===== src/rtl/frame_rx_pkg.sv =====
// Shared types for the configurable frame receiver.
// Assumes data widths never exceed 9 bits, so a 4-bit width field suffices.
package frame_rx_pkg;

    typedef enum logic [1:0] {
        PAR_NONE = 2'd0,
        PAR_ODD  = 2'd1,
        PAR_EVEN = 2'd2,
        PAR_MARK = 2'd3
    } par_mode_e;

    typedef enum logic [2:0] {
        ST_IDLE,
        ST_START,
        ST_DATA,
        ST_PAR,
        ST_STOP
    } rx_state_e;

    typedef struct packed {
        logic [3:0] nbits;
        par_mode_e  parity;
        logic       chk;
        logic       msb;
    } frame_cfg_t;

endpackage


===== src/rtl/frame_bit_timer.sv =====
// Bit-centre timer. While run is low it preloads for a new frame.
// While run is high it first pulses mid_o div/2 clocks into the start
// bit, then pulses it every div clocks after that.
// Assumes div >= 4, so that half is never 0.
module frame_bit_timer #(
    parameter int DIV_W = 16
) (
    input  logic             clk,
    input  logic             rst_n,
    input  logic             run,
    input  logic [DIV_W-1:0] div,
    output logic             mid_o
);
    logic [DIV_W-1:0] cnt;
    logic             first;
    logic [DIV_W-1:0] half;

    assign half  = div >> 1;
    assign mid_o = run && (first ? (cnt == half) : (cnt == div - DIV_W'(1)));

    // Tick counter: preload while idle, restart at each bit centre.
    always_ff @(posedge clk) begin
        if (!rst_n || !run) begin
            cnt   <= DIV_W'(1);
            first <= 1'b1;
        end else if (mid_o) begin
            cnt   <= '0;
            first <= 1'b0;
        end else begin
            cnt   <= cnt + DIV_W'(1);
        end
    end

    assert_count_bounded_R2: assert property (@(posedge clk) disable iff (!rst_n)
        (run && !first) |-> (cnt < div));
endmodule


===== src/rtl/frame_shifter.sv =====
// Data assembly register. It clears on request, and on each shift it
// takes one new bit. LSB-first shifts right with the new bit entering
// at position nbits-1. MSB-first shifts left with the new bit entering
// at position 0. Assumes it is cleared before every frame.
module frame_shifter #(
    parameter int DATA_W = 9
) (
    input  logic              clk,
    input  logic              rst_n,
    input  logic              clear,
    input  logic              shift,
    input  logic              bit_i,
    input  logic              msb,
    input  logic [3:0]        nbits,
    output logic [DATA_W-1:0] word_o
);
    logic [DATA_W-1:0] shr;
    logic [DATA_W-1:0] nxt;

    assign shr = word_o >> 1;

    // Next-value selection for both bit orders.
    always_comb begin
        if (msb) begin
            nxt = {word_o[DATA_W-2:0], bit_i};
        end else begin
            for (int j = 0; j < DATA_W; j++) begin
                if (j == int'(nbits) - 1)      nxt[j] = bit_i;
                else if (j < int'(nbits) - 1)  nxt[j] = shr[j];
                else                           nxt[j] = 1'b0;
            end
        end
    end

    // Storage update.
    always_ff @(posedge clk) begin
        if (!rst_n || clear) word_o <= '0;
        else if (shift)      word_o <= nxt;
    end
endmodule


===== src/rtl/frame_parity_chk.sv =====
// Parity judgement on a completed frame. It counts the data ones plus
// the parity bit. Assumes the unused upper bits of the word are 0.
module frame_parity_chk
    import frame_rx_pkg::*;
#(
    parameter int DATA_W = 9
) (
    input  logic [DATA_W-1:0] word_i,
    input  logic              pbit_i,
    input  par_mode_e         mode,
    input  logic              chk,
    output logic              err_o
);
    logic odd_total;

    assign odd_total = (^word_i) ^ pbit_i;

    // Error decode per mode.
    always_comb begin
        unique case (mode)
            PAR_ODD:  err_o = chk && !odd_total;
            PAR_EVEN: err_o = chk && odd_total;
            PAR_MARK: err_o = chk && !pbit_i;
            default:  err_o = 1'b0;
        endcase
    end
endmodule


===== src/rtl/frame_rx_lane.sv =====
// One receiver lane. It finds the start edge, copies the format, samples
// each bit at its centre, and publishes the word, parity bit and error
// flags together with a one-clock strobe at the stop-bit centre.
// Assumes line_i is synchronous to clk, and that the format inputs are
// legal on the clock that sees the start edge.
module frame_rx_lane
    import frame_rx_pkg::*;
#(
    parameter int DATA_W = 9,
    parameter int DIV_W  = 16
) (
    input  logic              clk,
    input  logic              rst_n,
    input  frame_cfg_t        cfg,
    input  logic [DIV_W-1:0]  div,
    input  logic              line_i,
    output logic [DATA_W-1:0] word_o,
    output logic              par_bit_o,
    output logic              par_err_o,
    output logic              frm_err_o,
    output logic              valid_o
);
    rx_state_e         state;
    frame_cfg_t        cfg_q;
    logic              line_q;
    logic [3:0]        bitcnt;
    logic              pbit;
    logic              mid;
    logic              err;
    logic [DATA_W-1:0] word;
    logic              last_data;

    assign last_data = (bitcnt == cfg_q.nbits - 4'd1);

    frame_bit_timer #(.DIV_W(DIV_W)) i_timer (
        .clk(clk), .rst_n(rst_n), .run(state != ST_IDLE), .div(div), .mid_o(mid)
    );

    frame_shifter #(.DATA_W(DATA_W)) i_shift (
        .clk(clk), .rst_n(rst_n), .clear(state == ST_START),
        .shift(state == ST_DATA && mid), .bit_i(line_i), .msb(cfg_q.msb),
        .nbits(cfg_q.nbits), .word_o(word)
    );

    frame_parity_chk #(.DATA_W(DATA_W)) i_par (
        .word_i(word), .pbit_i(pbit), .mode(cfg_q.parity), .chk(cfg_q.chk), .err_o(err)
    );

    // Previous line level, used to find the falling start edge.
    always_ff @(posedge clk) begin
        if (!rst_n) line_q <= 1'b1;
        else        line_q <= line_i;
    end

    // Frame sequencing: state, format copy, bit count and parity capture.
    always_ff @(posedge clk) begin
        if (!rst_n) begin
            state  <= ST_IDLE;
            cfg_q  <= '0;
            bitcnt <= '0;
            pbit   <= 1'b0;
        end else begin
            unique case (state)
                ST_IDLE: if (line_q && !line_i) begin
                    state <= ST_START;
                    cfg_q <= cfg;
                end
                ST_START: if (mid) begin
                    state  <= line_i ? ST_IDLE : ST_DATA;
                    bitcnt <= '0;
                    pbit   <= 1'b0;
                end
                ST_DATA: if (mid) begin
                    bitcnt <= bitcnt + 4'd1;
                    if (last_data)
                        state <= (cfg_q.parity == PAR_NONE) ? ST_STOP : ST_PAR;
                end
                ST_PAR: if (mid) begin
                    pbit  <= line_i;
                    state <= ST_STOP;
                end
                ST_STOP: if (mid) state <= ST_IDLE;
                default: state <= ST_IDLE;
            endcase
        end
    end

    // Result publication at the stop-bit centre.
    always_ff @(posedge clk) begin
        if (!rst_n) begin
            word_o    <= '0;
            par_bit_o <= 1'b0;
            par_err_o <= 1'b0;
            frm_err_o <= 1'b0;
            valid_o   <= 1'b0;
        end else begin
            valid_o <= 1'b0;
            if (state == ST_STOP && mid) begin
                word_o    <= word;
                par_bit_o <= pbit;
                par_err_o <= err;
                frm_err_o <= !line_i;
                valid_o   <= 1'b1;
            end
        end
    end

    assert_width_legal_R1: assert property (@(posedge clk) disable iff (!rst_n)
        (state != ST_IDLE) |-> (cfg_q.nbits >= 4'd5 && cfg_q.nbits <= 4'd9));
    assert_upper_zero_R1: assert property (@(posedge clk) disable iff (!rst_n)
        valid_o |-> ((word_o >> cfg_q.nbits) == '0));
    assert_div_min_R2: assert property (@(posedge clk) disable iff (!rst_n)
        div >= DIV_W'(4));
    assert_no_parity_slot_R6: assert property (@(posedge clk) disable iff (!rst_n)
        (valid_o && cfg_q.parity == PAR_NONE) |-> (!par_bit_o && !par_err_o));
    assert_strobe_single_R9: assert property (@(posedge clk) disable iff (!rst_n)
        valid_o |=> !valid_o);
    assert_start_on_edge_R11: assert property (@(posedge clk) disable iff (!rst_n)
        (state == ST_START && $past(state) == ST_IDLE) |-> ($past(line_q) && !$past(line_i)));
endmodule


===== src/rtl/dual_frame_rx.sv =====
// Multi-lane frame receiver top. It shares one format setting across
// NLANES independent receiver lanes. Assumes lines are pre-synchronised.
module dual_frame_rx
    import frame_rx_pkg::*;
#(
    parameter int NLANES = 2,
    parameter int DATA_W = 9,
    parameter int DIV_W  = 16
) (
    input  logic                     clk,
    input  logic                     rst_n,
    input  logic [DIV_W-1:0]         cfg_div,
    input  logic [3:0]               cfg_nbits,
    input  logic [1:0]               cfg_parity,
    input  logic                     cfg_par_chk,
    input  logic                     cfg_msb_first,
    input  logic [NLANES-1:0]        line_i,
    output logic [NLANES*DATA_W-1:0] word_o,
    output logic [NLANES-1:0]        par_bit_o,
    output logic [NLANES-1:0]        par_err_o,
    output logic [NLANES-1:0]        frm_err_o,
    output logic [NLANES-1:0]        valid_o
);
    frame_cfg_t cfg;

    assign cfg = '{nbits: cfg_nbits, parity: par_mode_e'(cfg_parity),
                   chk: cfg_par_chk, msb: cfg_msb_first};

    for (genvar g = 0; g < NLANES; g++) begin : g_lane
        frame_rx_lane #(.DATA_W(DATA_W), .DIV_W(DIV_W)) i_lane (
            .clk(clk), .rst_n(rst_n), .cfg(cfg), .div(cfg_div), .line_i(line_i[g]),
            .word_o(word_o[g*DATA_W +: DATA_W]), .par_bit_o(par_bit_o[g]),
            .par_err_o(par_err_o[g]), .frm_err_o(frm_err_o[g]), .valid_o(valid_o[g])
        );
    end
endmodule


===== config.mk =====
export PLATFORM = sky130hd
export DESIGN_NAME = dual_frame_rx
export DESIGN_NICKNAME = d
export VERILOG_FILES = /design/src/rtl/frame_rx_pkg.sv /design/src/rtl/frame_bit_timer.sv /design/src/rtl/frame_shifter.sv /design/src/rtl/frame_parity_chk.sv /design/src/rtl/frame_rx_lane.sv /design/src/rtl/dual_frame_rx.sv
export SDC_FILE = /design/constraint.sdc
export NUM_CORES = 1
export LEC_CHECK = 0
export BUFFER_PORTS_ARGS = -buffer_cell sky130_fd_sc_hd__buf_2
export CORE_ASPECT_RATIO = 0.5
export CORE_MARGIN = 3
export CORE_UTILIZATION = 39
export CTS_BUF_LIST = sky130_fd_sc_hd__clkbuf_4 sky130_fd_sc_hd__clkbuf_8 sky130_fd_sc_hd__clkbuf_16
export DETAILED_ROUTE_END_ITERATION = 10
export RECOVER_POWER = 50
export SLEW_MARGIN = 20
export SYNTH_ARGS = -nofsm -noshare
export SYNTH_HDL_FRONTEND = slang
export SYNTH_HIERARCHICAL = 1
export SYNTH_SLANG_ARGS = --single-unit

===== constraint.sdc =====
create_clock -name clk -period 7.4 [get_ports clk]
set_input_delay 1.11 -clock clk [delete_from_list [all_inputs] [get_ports clk]]
set_output_delay 1.11 -clock clk [all_outputs]
set_load 0.005 [all_outputs]

# After elaboration in Yosys (flattened, before gate mapping)
# Cells that the tools add are included.
# W data, S select, Z words.
totals:
  ff_bits: 112
  inputBits: 28
  out_inout_bits: 26
  word_cells: 234
classes:
  n_addsub: 9
  order_cmp: 16
  eq_ne: 48
  n_mux: 74
  bitwise: 2
  n_reduce_logical: 51
ops:
  columns: ["cell", "n"]
  rows:
  - ["$eq A4 B32 Y1 const A", 8]
  - ["$lt A4 B32 Y1 const A", 8]
  - ["$eq A3 B32 Y1 const A", 4]
  - ["$lt A3 B32 Y1 const A", 4]
  - ["$eq A2 B32 Y1 const A", 2]
  - ["$eq A5 B32 Y1 const A", 2]
  - ["$logic_not A32 Y1", 2]
  - ["$lt A1 B32 Y1 const A", 2]
  - ["$lt A2 B32 Y1 const A", 2]
  - ["$mux W1", 44]
  - ["$mux W3", 14]
  - ["$add A16 B1 Y16 const B", 2]
  - ["$eq A16 B15 Y1", 2]
  - ["$eq A16 B16 Y1", 2]
  - ["$pmux W3 S5", 2]
  - ["$ne A2 B1 Y1 const B", 12]
  - ["$mux W9", 2]
  - ["$reduce_xor A9 Y1", 2]
  - ["$mux W4", 4]
  - ["$pmux W4 S2", 2]
  - ["$sub A16 B1 Y16 const B", 1]
  - ["$logic_and A1 B1 Y1", 14]
  - ["$eq A3 B2 Y1 const B", 4]
  - ["$reduce_and A3 Y1", 4]
  - ["21 further kinds", 55]

# Longest topological paths before layout
# Gate-level depths: netlist (run 1).
logic_depth:
  depth_word: 6
  ltp_mapped: 16
  mapped_depth_nobuf: 15

# Cells and area by module
# Netlist (run 1), hierarchy kept.
modules_own_cells:
  columns: ["mod", "instances", "cells_each", "area_each_um2", "seq_area_each_um2"]
  rows:
  - ["frame_bit_timer", 2, 233, 1750.4, 340.3]
  - ["frame_rx_lane", 2, 158, 1441.4, 600.6]
  - ["frame_shifter at g_lane[1].i_lane.i_shift", 1, 124, 960.9, 180.2]
  - ["frame_shifter at g_lane[0].i_lane.i_shift", 1, 118, 882.1, 180.2]
  - ["frame_parity_chk", 2, 18, 175.2, 0.0]

# Least setup slack after synthesis (run 1)
# Ideal clock, no wire load.
synth_timing:
  path_type: "input to register"
  from: "input port cfg_div[3]"
  to: "register g_lane[0].i_lane.i_shift.word_o[5]"
  setup_time_ps: 144
  t_arrival_ps: 4706
  required_time_ps: 7256
  slack_ps: 2550
  cell_stages: 16
  path_buffers: 3
  cell_sequence: "buf_6 or4_1 clkbuf_2 nor4_1 mux2i_1 a21oi_1 or4_1 a2111oi_2 inv_1 nor2_1 buf_2 inv_1 nor2_1 o21ai_1 a21oi_1 a311oi_2"
synth_between:
  elab_chain_len: 5
  elab_cells_between_ends: 6
  cone_classes: "1 x add/sub; 2 x eq/ne; 1 x mux; 2 x reduce/logical"
synth_rtl:
  columns: ["element", "line_no", "text"]
  rows:
  - ["from (decl)", "dual_frame_rx.sv:12", "input logic [DIV_W-1:0] cfg_div,"]
  - ["$sub A16 B1 Y16", "frame_bit_timer.sv:19", "assign mid_o = run && (first ? (cnt == half) : (cnt == div - DIV_W'(1)));"]
  - ["$eq A16 B16 Y1", "frame_bit_timer.sv:19", null]
  - ["$mux W1 *", "frame_bit_timer.sv:19", null]
  - ["$logic_and A1 B1 Y1 *", "frame_bit_timer.sv:19", null]
  - ["named net g_lane[0].i_lane.mid", "frame_rx_lane.sv:28", "logic mid;"]
  - ["$logic_and A1 B1 Y1 *", "frame_rx_lane.sv:41", ".shift(state == ST_DATA && mid), .bit_i(line_i), .msb(cfg_q.msb),"]
  - ["to (signal assigned)", "frame_shifter.sv:38", "else if (shift) word_o <= nxt;"]
  - ["to (decl)", "frame_shifter.sv:15", "output logic [DATA_W-1:0] word_o"]
# Mark *: on every way through the listed nets, which the timed path passes. The rest lies on a longest branch.
# A chain may end at the register's enable or synchronous reset.

# Worst setup path in the final report (run 1)
# Ends and elaborated chain as after synthesis.

==> impl_metrics.env, run 1 <==
export IMPL_outcome="complete, but fails checks"
export IMPL_violations="max-capacitance violations, max-slew violations"
export IMPL_synth_xor_area_share_pct=10.5
export IMPL_die_area_um2=23900
export IMPL_clkLatencyLatePin_ns=0.37
export IMPL_syn_nets=1106
export IMPL_avgViaCountPerCell=5.79
export IMPL_cts_reportedPaths_clkPinSlew_ns=0.08
export IMPL_endpoint="g_lane[0].i_lane/i_shift/word_o[5]$_SDFFE_PP0P_"
export IMPL_gp_congestion=0.946
export IMPL_coreArea_um2=21100
export IMPL_cap_violations=2
export IMPL_pre_cts_ws_ns=1.88
export IMPL_tightest_slew_ns=2.44
export IMPL_synth_common_cells="nand2_1, dfxtp_1, nor2_1"
export IMPL_min_period_over_period_pct=75.7
export IMPL_ant_nets=0
export IMPL_area_growth_pct=5.15
export IMPL_tns_ns=0
export IMPL_synthAdderAreaFrac_pct=2.63
export IMPL_rsz0062_at_grt="no"
export IMPL_std_cell_rows=37
export IMPL_synth_mux_area_share_pct=3.41
export IMPL_yosysTopAreaCell="dfxtp_1"
export IMPL_worst_slack_ns=1.80
export IMPL_yosys_warnings=6
export IMPL_use_met2_pct=28.7
export IMPL_r2r_end="g_lane[1].i_lane/i_timer/cnt[15]$_SDFF_PP0_"
export IMPL_r2r_start="g_lane[1].i_lane/i_timer/first$_SDFFE_PP1P_"
export IMPL_seq_area_frac_synth_pct=26.1
export IMPL_num_vias=7859
export IMPL_wl_per_cell_um=16.6
export IMPL_reg2reg_depth=7
export IMPL_worstSetupPathType="in -> reg"
export IMPL_max_vdd_ir_drop_mv=0.0785
export IMPL_synthesis_instances=1060
export IMPL_cts_buffers=9
export IMPL_finalNetCount=1106
export IMPL_relSlewSlack_pct=-63.2
export IMPL_io_pins=54
export IMPL_top_usage_layer="met2"
export IMPL_drive_gt1_share_pct=9.48
export IMPL_power_mw=1.39
export IMPL_dp_hpwl_mm=16.6
export IMPL_synth_area_top_cells="dfxtp_1, nand2_1, xnor2_1"
export IMPL_fp_dieW_um=216
export IMPL_root_buffer="clkbuf_16"
export IMPL_grt_pass1_vias=7223
export IMPL_syn_area_per_cell_um2=8.09
export IMPL_required_ns=7.63
export IMPL_drt_iter0_drc=799
export IMPL_grt_util_met3_pct=3.48
export IMPL_slew_viol_final=59
export IMPL_async_reset_ff_share_pct=0
export IMPL_synth_most_common_cell="nand2_1"
export IMPL_skew_ns=0.0134
export IMPL_hold_viol_final=0
export IMPL_fillerInstances=2131
export IMPL_htreeDepth=3
export IMPL_synth_top_family_by_area="simple AND/OR/NAND/NOR gates"
export IMPL_grt_pass1_wl_mm=37.5
export IMPL_cts_hold_fix_buffers=0
export IMPL_fmax_mhz=179
export IMPL_grt_usage_pct=18.7
export IMPL_powerDensity_nw_per_um2=154
export IMPL_yosysUniqueCellTypes=93
export IMPL_start_util_pct=40.7
export IMPL_setup_viol=0
export IMPL_synth_simple_gate_area_share_pct=29.4
export IMPL_critPathLaunchType="primary input"
export IMPL_drc_errors=0
export IMPL_die_y_um=111
export IMPL_worstPathArrival_ns=5.83
export IMPL_final_cells=1357
export IMPL_syn_cell_area_um2=8580
export IMPL_grt_max_degree=43
export IMPL_dr_pass1_iters=5
export IMPL_r2r_slack_ns=2.82
export IMPL_yosysTopAreaCellShare_pct=26.1
export IMPL_cp_max_fo=19
export IMPL_grt_use_met1_pct=26.8
export IMPL_grt_remaining_overflow=0
export IMPL_drt_wl_total_mm=22.6
export IMPL_synth_edff_count=0
export IMPL_min_path_cells=2
export IMPL_ys_ff_latch=112
export IMPL_clockBufferDepth=2
export IMPL_cts_num_sinks=112
export IMPL_critPathCaptureType="flop"
export IMPL_ys_flop_type="dfxtp_1"
export IMPL_p_leak_nw=3.20
export IMPL_antenna_found_initial=0
export IMPL_dp_cells=1341
export IMPL_fin_crit_ns=5.60
export IMPL_antennaDiodeCount=0
export IMPL_post_route_util_pct=42.8
export IMPL_synth_compound_area_share_pct=21.3
export IMPL_hp_class="reg -> reg"
export IMPL_cts_resized_gates=0
export IMPL_cp_startpoint="cfg_div[3]"
export IMPL_postCtsSetupRepairBufs=0
export IMPL_cts_tree="built"
export IMPL_portBuffers=53
==> layout by cell type (no fill, tap or decap), types with 9 or more instances in the layout <==
cell	Yosys	final
nand2_1	117	117
dfxtp_1	112	112
nor2_1	68	67
nor3_1	48	48
xnor2_1	44	44
xor2_1	43	43
o21ai_0	42	42
buf_2	9	41
a21oi_1	38	38
nand3_1	37	37
inv_1	36	36
nor2b_1	36	36
mux2i_1	24	24
ha_1	18	18
nand2b_1	17	17
and2_1	16	16
nand4_1	16	16
o211ai_1	15	15
clkbuf_1	36	15
a21boi_1	14	14
and3_1	14	14
a21boi_0	13	13
nand3b_1	13	13
or3_1	12	12
nor4_1	11	11
or4_1	10	10
clkbuf_16	0	9
==> kinds of logic after synthesis <==
group,Yosys count
simple gates,465
mux,28
fa+ha+maj,18
buf+inv,105
flops,112
xor+xnor,93
compound gates,239
==> where the power goes <==
part | total, mW | internal [mW] | switching (mW)
clock | 0.484 | 0.237 | 0.247
combinational | 0.255 | 0.103 | 0.152
sequential | 0.647 | 0.614 | 0.0329
total | 1.39 | 0.954 | 0.432
==> worst min path at each step <==
stage	startpoint	endpoint	slack, ns
floorplan	g_lane[0].i_lane/word_o[0]$_SDFFE_PN0P_	g_lane[0].i_lane/word_o[0]$_SDFFE_PN0P_	0.45
global placement	g_lane[0].i_lane/word_o[0]$_SDFFE_PN0P_	g_lane[0].i_lane/word_o[0]$_SDFFE_PN0P_	0.44
detailed placement	g_lane[0].i_lane/word_o[5]$_SDFFE_PN0P_	g_lane[0].i_lane/word_o[5]$_SDFFE_PN0P_	0.44
CTS	g_lane[0].i_lane/word_o[5]$_SDFFE_PN0P_	g_lane[0].i_lane/word_o[5]$_SDFFE_PN0P_	0.45
global route	g_lane[0].i_lane/word_o[3]$_SDFFE_PN0P_	g_lane[0].i_lane/word_o[3]$_SDFFE_PN0P_	0.48
finish	g_lane[0].i_lane/word_o[5]$_SDFFE_PN0P_	g_lane[0].i_lane/word_o[5]$_SDFFE_PN0P_	0.45
==> per-stage QoR <==
stage,instance area [um2],hold slack (ns)
finish,9020,0.451
global route,9020,0.480
CTS,9090,0.454
detailed placement,8810,0.442
global placement,8810,0.440
floorplan,8580,0.451
==> sequential cells by signal (all words and copies together) (netlist names) <==
register,count
g_lane.i_lane/state,6
g_lane.i_lane/par_bit_o,2
g_lane.i_lane/line_q,2
g_lane.i_lane/pbit,2
g_lane.i_lane/par_err_o,2
g_lane.i_lane/i_timer/cnt,32
g_lane.i_lane/cfg_q,16
g_lane.i_lane/frm_err_o,2
g_lane.i_lane/bitcnt,8
g_lane.i_lane/word_o,18
g_lane.i_lane/i_timer/first,2
g_lane.i_lane/valid_o,2
g_lane.i_lane/i_shift/word_o,18
==> cell type report <==
type	count	area, um2	area share (%)
Clock inverter	6	48.8	0.541
Inverter	36	135	1.50
Multi-Input combinational cell	843	5720	63.4
Sequential cell	112	2240	24.9
Tap cell	292	365	4.05
Clock buffer	10	233	2.58
Timing Repair Buffer	58	277	3.07
==> worst max-delay path: stages <==
cell	delay, ns
clkbuf_1	0.35
or4_1	0.79
nor4_1	0.60
mux2i_1	0.29
a21oi_1	0.07
or4_1	0.39
a2111oi_0	0.37
clkbuf_1	0.50
inv_1	0.25
nor2_1	0.16
buf_4	0.24
inv_1	0.14
nor2_1	0.21
o21ai_1	0.10
a21oi_1	0.18
a311oi_2	0.06
==> layer usage <==
layer / vias up / routed length, um
li1: 3842 / -
met1: 3758 / 11300
met2: 218 / 9680
met3: 41 / 1240
met4: 0 / 377
met5: - / 0
Power figures use the tool's default switching activity.
==> inputs of run 2 (changes only) <==
- clock period: 7.4 -> 4.59 ns (I/O delays scaled with it)
==> run 2 against run 1 <==
  * The run still ends with max-capacitance violations, max-slew violations left
  * Design area rose by 2.1%
  * Non-clock buffer count rose by 21
  * Critical path depth fell by 1
  * Hold slack improved by 0.0040 ns
  * Count of clock-buffer cells in the layout did not move
  * Via count rose by 0.20%
  * Clock skew fell by 0.00076 ns
  * Combinational power rose by 65%
  * Worst setup slack got worse by 1.4 ns
  * Final cell count rose by 1.5%
  * First-iteration DRC count fell by 5.5%
  * Register-to-register slack got worse by 2.0 ns
  * Largest cell class unchanged
  * Highest routed layer unchanged
==> impl_metrics.env, run 2 (synthesis results as in run 1) <==
export IMPL_drive_gt1_share_pct=11.2
export IMPL_pre_cts_ws_ns=0.240
export IMPL_grt_pass1_vias=7453
export IMPL_coreArea_um2=21100
export IMPL_max_stage_delay_ns=0.72
export IMPL_drc_errors=0
export IMPL_finalNetCount=1127
export IMPL_cts_resized_gates=0
export IMPL_cts_reportedPaths_clkPinSlew_ns=0.09
export IMPL_rsz0062_at_grt="no"
export IMPL_htreeDepth=3
export IMPL_skew_ns=0.0126
export IMPL_worstSetupPathType="in -> reg"
export IMPL_largest_reg_flops=32
export IMPL_tns_ns=0
export IMPL_final_common_cell="nand2_1"
export IMPL_fillerInstances=2114
export IMPL_antenna_found_initial=0
export IMPL_clockBufferDepth=2
export IMPL_grt_remaining_overflow=0
export IMPL_cts_hold_fix_buffers=0
export IMPL_fmax_mhz=239
export IMPL_dp_cells=1362
export IMPL_antennaDiodeCount=0
export IMPL_cts_num_sinks=112
export IMPL_mostFrequentLayoutCells="nand2_1, dfxtp_1, nor2_1"
export IMPL_die_area_um2=23900
export IMPL_cts_tree="built"
export IMPL_gp_congestion=0.976
export IMPL_grt_max_degree=48
export IMPL_std_cell_rows=37
export IMPL_hold_viol_final=0
export IMPL_cp_max_fo=18
export IMPL_cap_violations=1
export IMPL_critPathCaptureType="flop"
export IMPL_avgViaCountPerCell=5.71
export IMPL_powerDensity_nw_per_um2=246
export IMPL_area_growth_pct=7.32
export IMPL_crit_chain="clkbuf_1 > or4_1 > nor4_1 > mux2i_1 > a21oi_1 > or4_1 > a2111oi_2 > buf_4 > inv_1 > nor2_1 > buf_4 > o211ai_1 > nor3_1 > nand3_1 > nand3_1"
export IMPL_required_ns=4.91
export IMPL_fp_dieW_um=216
export IMPL_ant_nets=0
export IMPL_placed_area_um2=8970
export IMPL_slew_viol_final=48
export IMPL_postLayoutCellArea_um2=9210
export IMPL_cts_buffers=9
export IMPL_violations="max-capacitance violations, max-slew violations"
export IMPL_portBuffers=53
export IMPL_grt_pass1_wl_mm=38.0
export IMPL_hp_class="reg -> reg"
export IMPL_outcome="complete, but fails checks"
export IMPL_slowest_stage="or4_1"
export IMPL_clkLatencyLatePin_ns=0.37
export IMPL_die_y_um=111
export IMPL_reg_top3="g_lane.i_lane/i_timer/cnt x32, g_lane.i_lane/i_shift/word_o x18, g_lane.i_lane/word_o x18"
export IMPL_postCtsSetupRepairBufs=0
export IMPL_dr_pass1_iters=6
export IMPL_max_vdd_ir_drop_mv=0.132
export IMPL_tightest_slew_ns=1.78
export IMPL_drt_iter0_drc=755
export IMPL_num_vias=7875
export IMPL_critPathLaunchType="primary input"
export IMPL_grt_usage_pct=18.9
export IMPL_min_period_over_period_pct=91.3
export IMPL_setup_viol=0
export IMPL_wl_per_cell_um=16.6
export IMPL_final_cells=1378
export IMPL_fin_crit_ns=4.19
export IMPL_dp_hpwl_mm=16.9
export IMPL_worst_slack_ns=0.402
export IMPL_start_util_pct=40.7
export IMPL_relSlewSlack_pct=-18.5
export IMPL_root_buffer="clkbuf_16"
export IMPL_worstPathArrival_ns=4.51
export IMPL_drt_wl_total_mm=22.8
export IMPL_p_leak_nw=3.31
export IMPL_io_pins=54
export IMPL_top_register="g_lane.i_lane/i_timer/cnt"
[run 2: cell count changes in the layout (fill, tap and decap cells not counted), sizes merged]
cell    before  now
buf         43   64
clkinv       1    2
inv         39   38
[run 2: final timing paths]
kind | endpoint | start | cells after the start | slack (ns)
setup / recovery | g_lane[0].i_lane/i_shift/word_o[0]$_SDFFE_PP0P_ | cfg_div[9] | 15 | 0.40
hold / removal | g_lane[1].i_lane/word_o[1]$_SDFFE_PN0P_ | g_lane[1].i_lane/word_o[1]$_SDFFE_PN0P_ | 2 | 0.46
setup reg to reg | g_lane[0].i_lane/i_timer/cnt[14]$_SDFF_PP0_ | g_lane[0].i_lane/i_timer/first$_SDFFE_PP1P_ | 8 | 0.81
hold reg to reg | g_lane[1].i_lane/word_o[1]$_SDFFE_PN0P_ | g_lane[1].i_lane/word_o[1]$_SDFFE_PN0P_ | 2 | 0.46
[run 2: area by class of cell]
type	count	area [um2]	area share [%]
Multi-Input combinational cell	843	5730	62.2
Sequential cell	112	2240	24.4
Timing Repair Buffer	79	435	4.73
Tap cell	292	365	3.97
Clock buffer	10	239	2.60
Inverter	36	135	1.47
Clock inverter	6	62.6	0.680
[run 2: layer usage]
metal  track usage (%)  up-vias  share of wire, %
met5                 0        -                 0
met4              4.97        0               1.4
met3              3.09       30               3.9
met2              29.9      175                44
met1              26.8     3788                51
li1                  -     3882                 -
[run 2: report_power, final]
| group | total, mW | internal, mW | switching (mW) |
|---|---|---|---|
| clock network | 0.804 | 0.397 | 0.407 |
| registers | 1.04 | 0.990 | 0.0489 |
| logic | 0.420 | 0.171 | 0.249 |
[run 2: stage by stage]
step / hold slack, ns / utilization (%) / power (mW)
floorplan: 0.451 / - / 1.38
global placement: 0.441 / 42.6 / 1.47
detailed placement: 0.445 / 42.6 / 1.48
CTS: 0.457 / 44.0 / 2.29
global route: 0.476 / 43.7 / 2.38
finish: 0.455 / 43.7 / 2.26
[run 2: critical path, delay by kind of cell]
family | cells | cell delay (ns)
simple gates | 7 | 2.09
buf+inv | 4 | 0.82
compound gates | 3 | 0.63
mux | 1 | 0.26
==> inputs of run 3 (changes only) <==
- CORE_UTILIZATION: 39 -> 53
- CTS_BUF_LIST: sky130_fd_sc_hd__clkbuf_4 sky130_fd_sc_hd__clkbuf_8 sky130_fd_sc_hd__clkbuf_16 -> sky130_fd_sc_hd__clkbuf_16
- PLACE_DENSITY: unset -> 0.71
- clock period: 4.59 -> 4.7 ns (I/O delays scaled with it)
==> run 3 against run 2 <==
  * The flow now finishes without violations
  * Worst setup slack improved by 0.048 ns
  * Non-clock buffer count fell by 5
  * Total power shrank 2.8%
  * Routed wire length decreased by 1.8%
  * Register-to-register slack improved by 0.40 ns
  * Sequential share of layout area rose by 0.45 points
  * Clock power decreased by 3.5%
  * Final cell count down 6.7%
  * Core utilization increased by 14 points
  * Sequential power hardly changed
  * Design area shrank 1.8%
==> impl_metrics.env, run 3 (synthesis results as in run 1) <==
export IMPL_outcome="finished clean"
export IMPL_relSlewSlack_pct=31.1
export IMPL_slew_viol_final=0
export IMPL_htreeDepth=3
export IMPL_endpoint="g_lane[1].i_lane/i_shift/word_o[2]$_SDFFE_PP0P_"
export IMPL_slowest_stage="or4_1"
export IMPL_cts_reportedPaths_clkPinSlew_ns=0.08
export IMPL_gp_congestion=0.981
export IMPL_cts_hold_fix_buffers=0
export IMPL_dp_cells=1269
export IMPL_required_ns=4.98
export IMPL_switching_share_pct=31.5
export IMPL_postCtsSetupRepairBufs=0
export IMPL_reg_top3="g_lane.i_lane/i_timer/cnt x32, g_lane.i_lane/i_shift/word_o x18, g_lane.i_lane/word_o x18"
export IMPL_cap_violations=0
export IMPL_cts_num_sinks=112
export IMPL_rsz0062_at_grt="no"
export IMPL_drt_wl_total_mm=22.4
export IMPL_drt_iter0_drc=760
export IMPL_wl_per_cell_um=17.4
export IMPL_finalNetCount=1122
export IMPL_r2r_end="g_lane[1].i_lane/i_shift/word_o[2]$_SDFFE_PP0P_"
export IMPL_cp_max_fo=16
export IMPL_root_buffer="clkbuf_16"
export IMPL_holdWs_ns=0.455
export IMPL_start_util_pct=54.9
export IMPL_cts_tree="built"
export IMPL_cp_startpoint="cfg_div[3]"
export IMPL_avgViaCountPerCell=6.23
export IMPL_drive_gt1_share_pct=10.1
export IMPL_min_period_over_period_pct=90.4
export IMPL_setup_viol=0
export IMPL_fp_dieW_um=186
export IMPL_drc_errors=0
export IMPL_antenna_found_initial=0
export IMPL_grt_remaining_overflow=0
export IMPL_p_leak_nw=3.26
export IMPL_top_register="g_lane.i_lane/i_timer/cnt"
export IMPL_grt_max_degree=29
export IMPL_r2r_start="g_lane[1].i_lane/i_timer/first$_SDFFE_PP1P_"
export IMPL_crit_cells=12
export IMPL_critPathMostFrequentCell="or4_1"
export IMPL_power_share_clock_pct=35.3
export IMPL_final_cells=1285
export IMPL_power_mw=2.20
export IMPL_crit_chain="buf_2 > or4_1 > nor4_1 > mux2i_1 > a21oi_1 > or4_1 > a2111oi_2 > inv_1 > nor2_1 > nand2b_1 > or3_1 > o22ai_1"
export IMPL_p_int_mw=1.51
export IMPL_io_pins=54
export IMPL_reg2reg_depth=11
export IMPL_fillerInstances=1429
export IMPL_max_vdd_ir_drop_mv=0.194
export IMPL_mostFrequentLayoutCells="nand2_1, dfxtp_1, nor2_1"
export IMPL_coreArea_um2=15600
export IMPL_worstPathArrival_ns=4.53
export IMPL_std_cell_rows=32
export IMPL_die_area_um2=17800
export IMPL_clkLatencyLatePin_ns=0.36
export IMPL_path_buf_inv=2
export IMPL_final_common_cell="nand2_1"
export IMPL_crit_family="simple AND/OR/NAND/NOR gates"
export IMPL_num_vias=8000
export IMPL_power_frac_seq_pct=46.3
export IMPL_skew_ns=0.0140
export IMPL_tightest_slew_ns=1.03
export IMPL_max_stage_delay_ns=0.68
export IMPL_critPathLaunchType="primary input"
export IMPL_fmax_mhz=235
export IMPL_cts_resized_gates=0
export IMPL_worstSetupPathType="in -> reg"
export IMPL_antennaDiodeCount=0
export IMPL_portBuffers=53
export IMPL_combPwrFrac_pct=18.4
export IMPL_area_growth_pct=5.37
export IMPL_grt_usage_pct=25.0
export IMPL_grt_pass1_wl_mm=36.5
export IMPL_dp_hpwl_mm=16.4
export IMPL_critPathCaptureType="flop"
export IMPL_grt_pass1_vias=7172
export IMPL_powerDensity_nw_per_um2=243
export IMPL_die_y_um=96.0
export IMPL_fin_crit_ns=4.25
export IMPL_r2r_slack_ns=1.21
export IMPL_cts_buffers=9
export IMPL_clockBufferDepth=2
export IMPL_switching_power_uw=692
export IMPL_hp_class="reg -> reg"
export IMPL_ant_nets=0
export IMPL_tns_ns=0
export IMPL_dr_pass1_iters=6
export IMPL_largest_reg_flops=32
export IMPL_hold_viol_final=0
export IMPL_post_route_util_pct=57.9
==> run 3: worst min-delay path: stages (launching register included) <==
cell and delay (ns):
dfxtp_1 0.32, nand2_1 0.05, a21boi_1 0.05
==> run 3: cell type report <==
type,instances,area (um2),area share (%)
well taps,204,255,2.82
clock buffers,9,225,2.49
repair buffers,74,384,4.25
clock inverters,7,71.3,0.789
inverters,36,135,1.50
multi-input cells,843,5720,63.3
flip-flops and latches,112,2240,24.8
==> run 3: per-layer routing <==
| metal | share of wire (%) | wire [um] | GRT usage, % |
|---|---|---|---|
| met4 | 0.95 | 213 | 4.52 |
| met3 | 7.8 | 1740 | 5.78 |
| met5 | 0 | 0 | 0 |
| met2 | 44 | 9870 | 39.4 |
| met1 | 47 | 10600 | 35.4 |
==> run 3: power groups by stage <==
| stage | combinational (mW) | sequential, mW | clock, mW |
|---|---|---|---|
| floorplan | 0.341 | 1.01 | 0 |
| finish | 0.405 | 1.02 | 0.776 |
| detailed placement | 0.400 | 1.04 | 0 |
| global placement | 0.395 | 1.04 | 0 |
| global route | 0.445 | 1.03 | 0.829 |
| CTS | 0.403 | 1.02 | 0.794 |
==> run 3: worst min-delay path by stage <==
stage / from / end / cells past startpoint
6_report: g_lane[0].i_lane/word_o[6]$_SDFFE_PN0P_ / g_lane[0].i_lane/word_o[6]$_SDFFE_PN0P_ / 2
5_1_grt: g_lane[1].i_lane/word_o[1]$_SDFFE_PN0P_ / g_lane[1].i_lane/word_o[1]$_SDFFE_PN0P_ / 2
3_3_place_gp: g_lane[1].i_lane/word_o[7]$_SDFFE_PN0P_ / g_lane[1].i_lane/word_o[7]$_SDFFE_PN0P_ / 2
2_1_floorplan: g_lane[0].i_lane/word_o[0]$_SDFFE_PN0P_ / g_lane[0].i_lane/word_o[0]$_SDFFE_PN0P_ / 2
4_1_cts: g_lane[0].i_lane/word_o[6]$_SDFFE_PN0P_ / g_lane[0].i_lane/word_o[6]$_SDFFE_PN0P_ / 2
3_5_place_dp: g_lane[0].i_lane/word_o[6]$_SDFFE_PN0P_ / g_lane[0].i_lane/word_o[6]$_SDFFE_PN0P_ / 2
==> run 3: metrics by stage <==
| step | worst slack [ns] | instance area [um2] |
|---|---|---|
| floorplan | 0.255 | 8580 |
| global placement | 0.408 | 8820 |
| detailed placement | 0.220 | 8820 |
| CTS | 0.570 | 9120 |
| global route | 0.244 | 9040 |
| finish | 0.450 | 9040 |
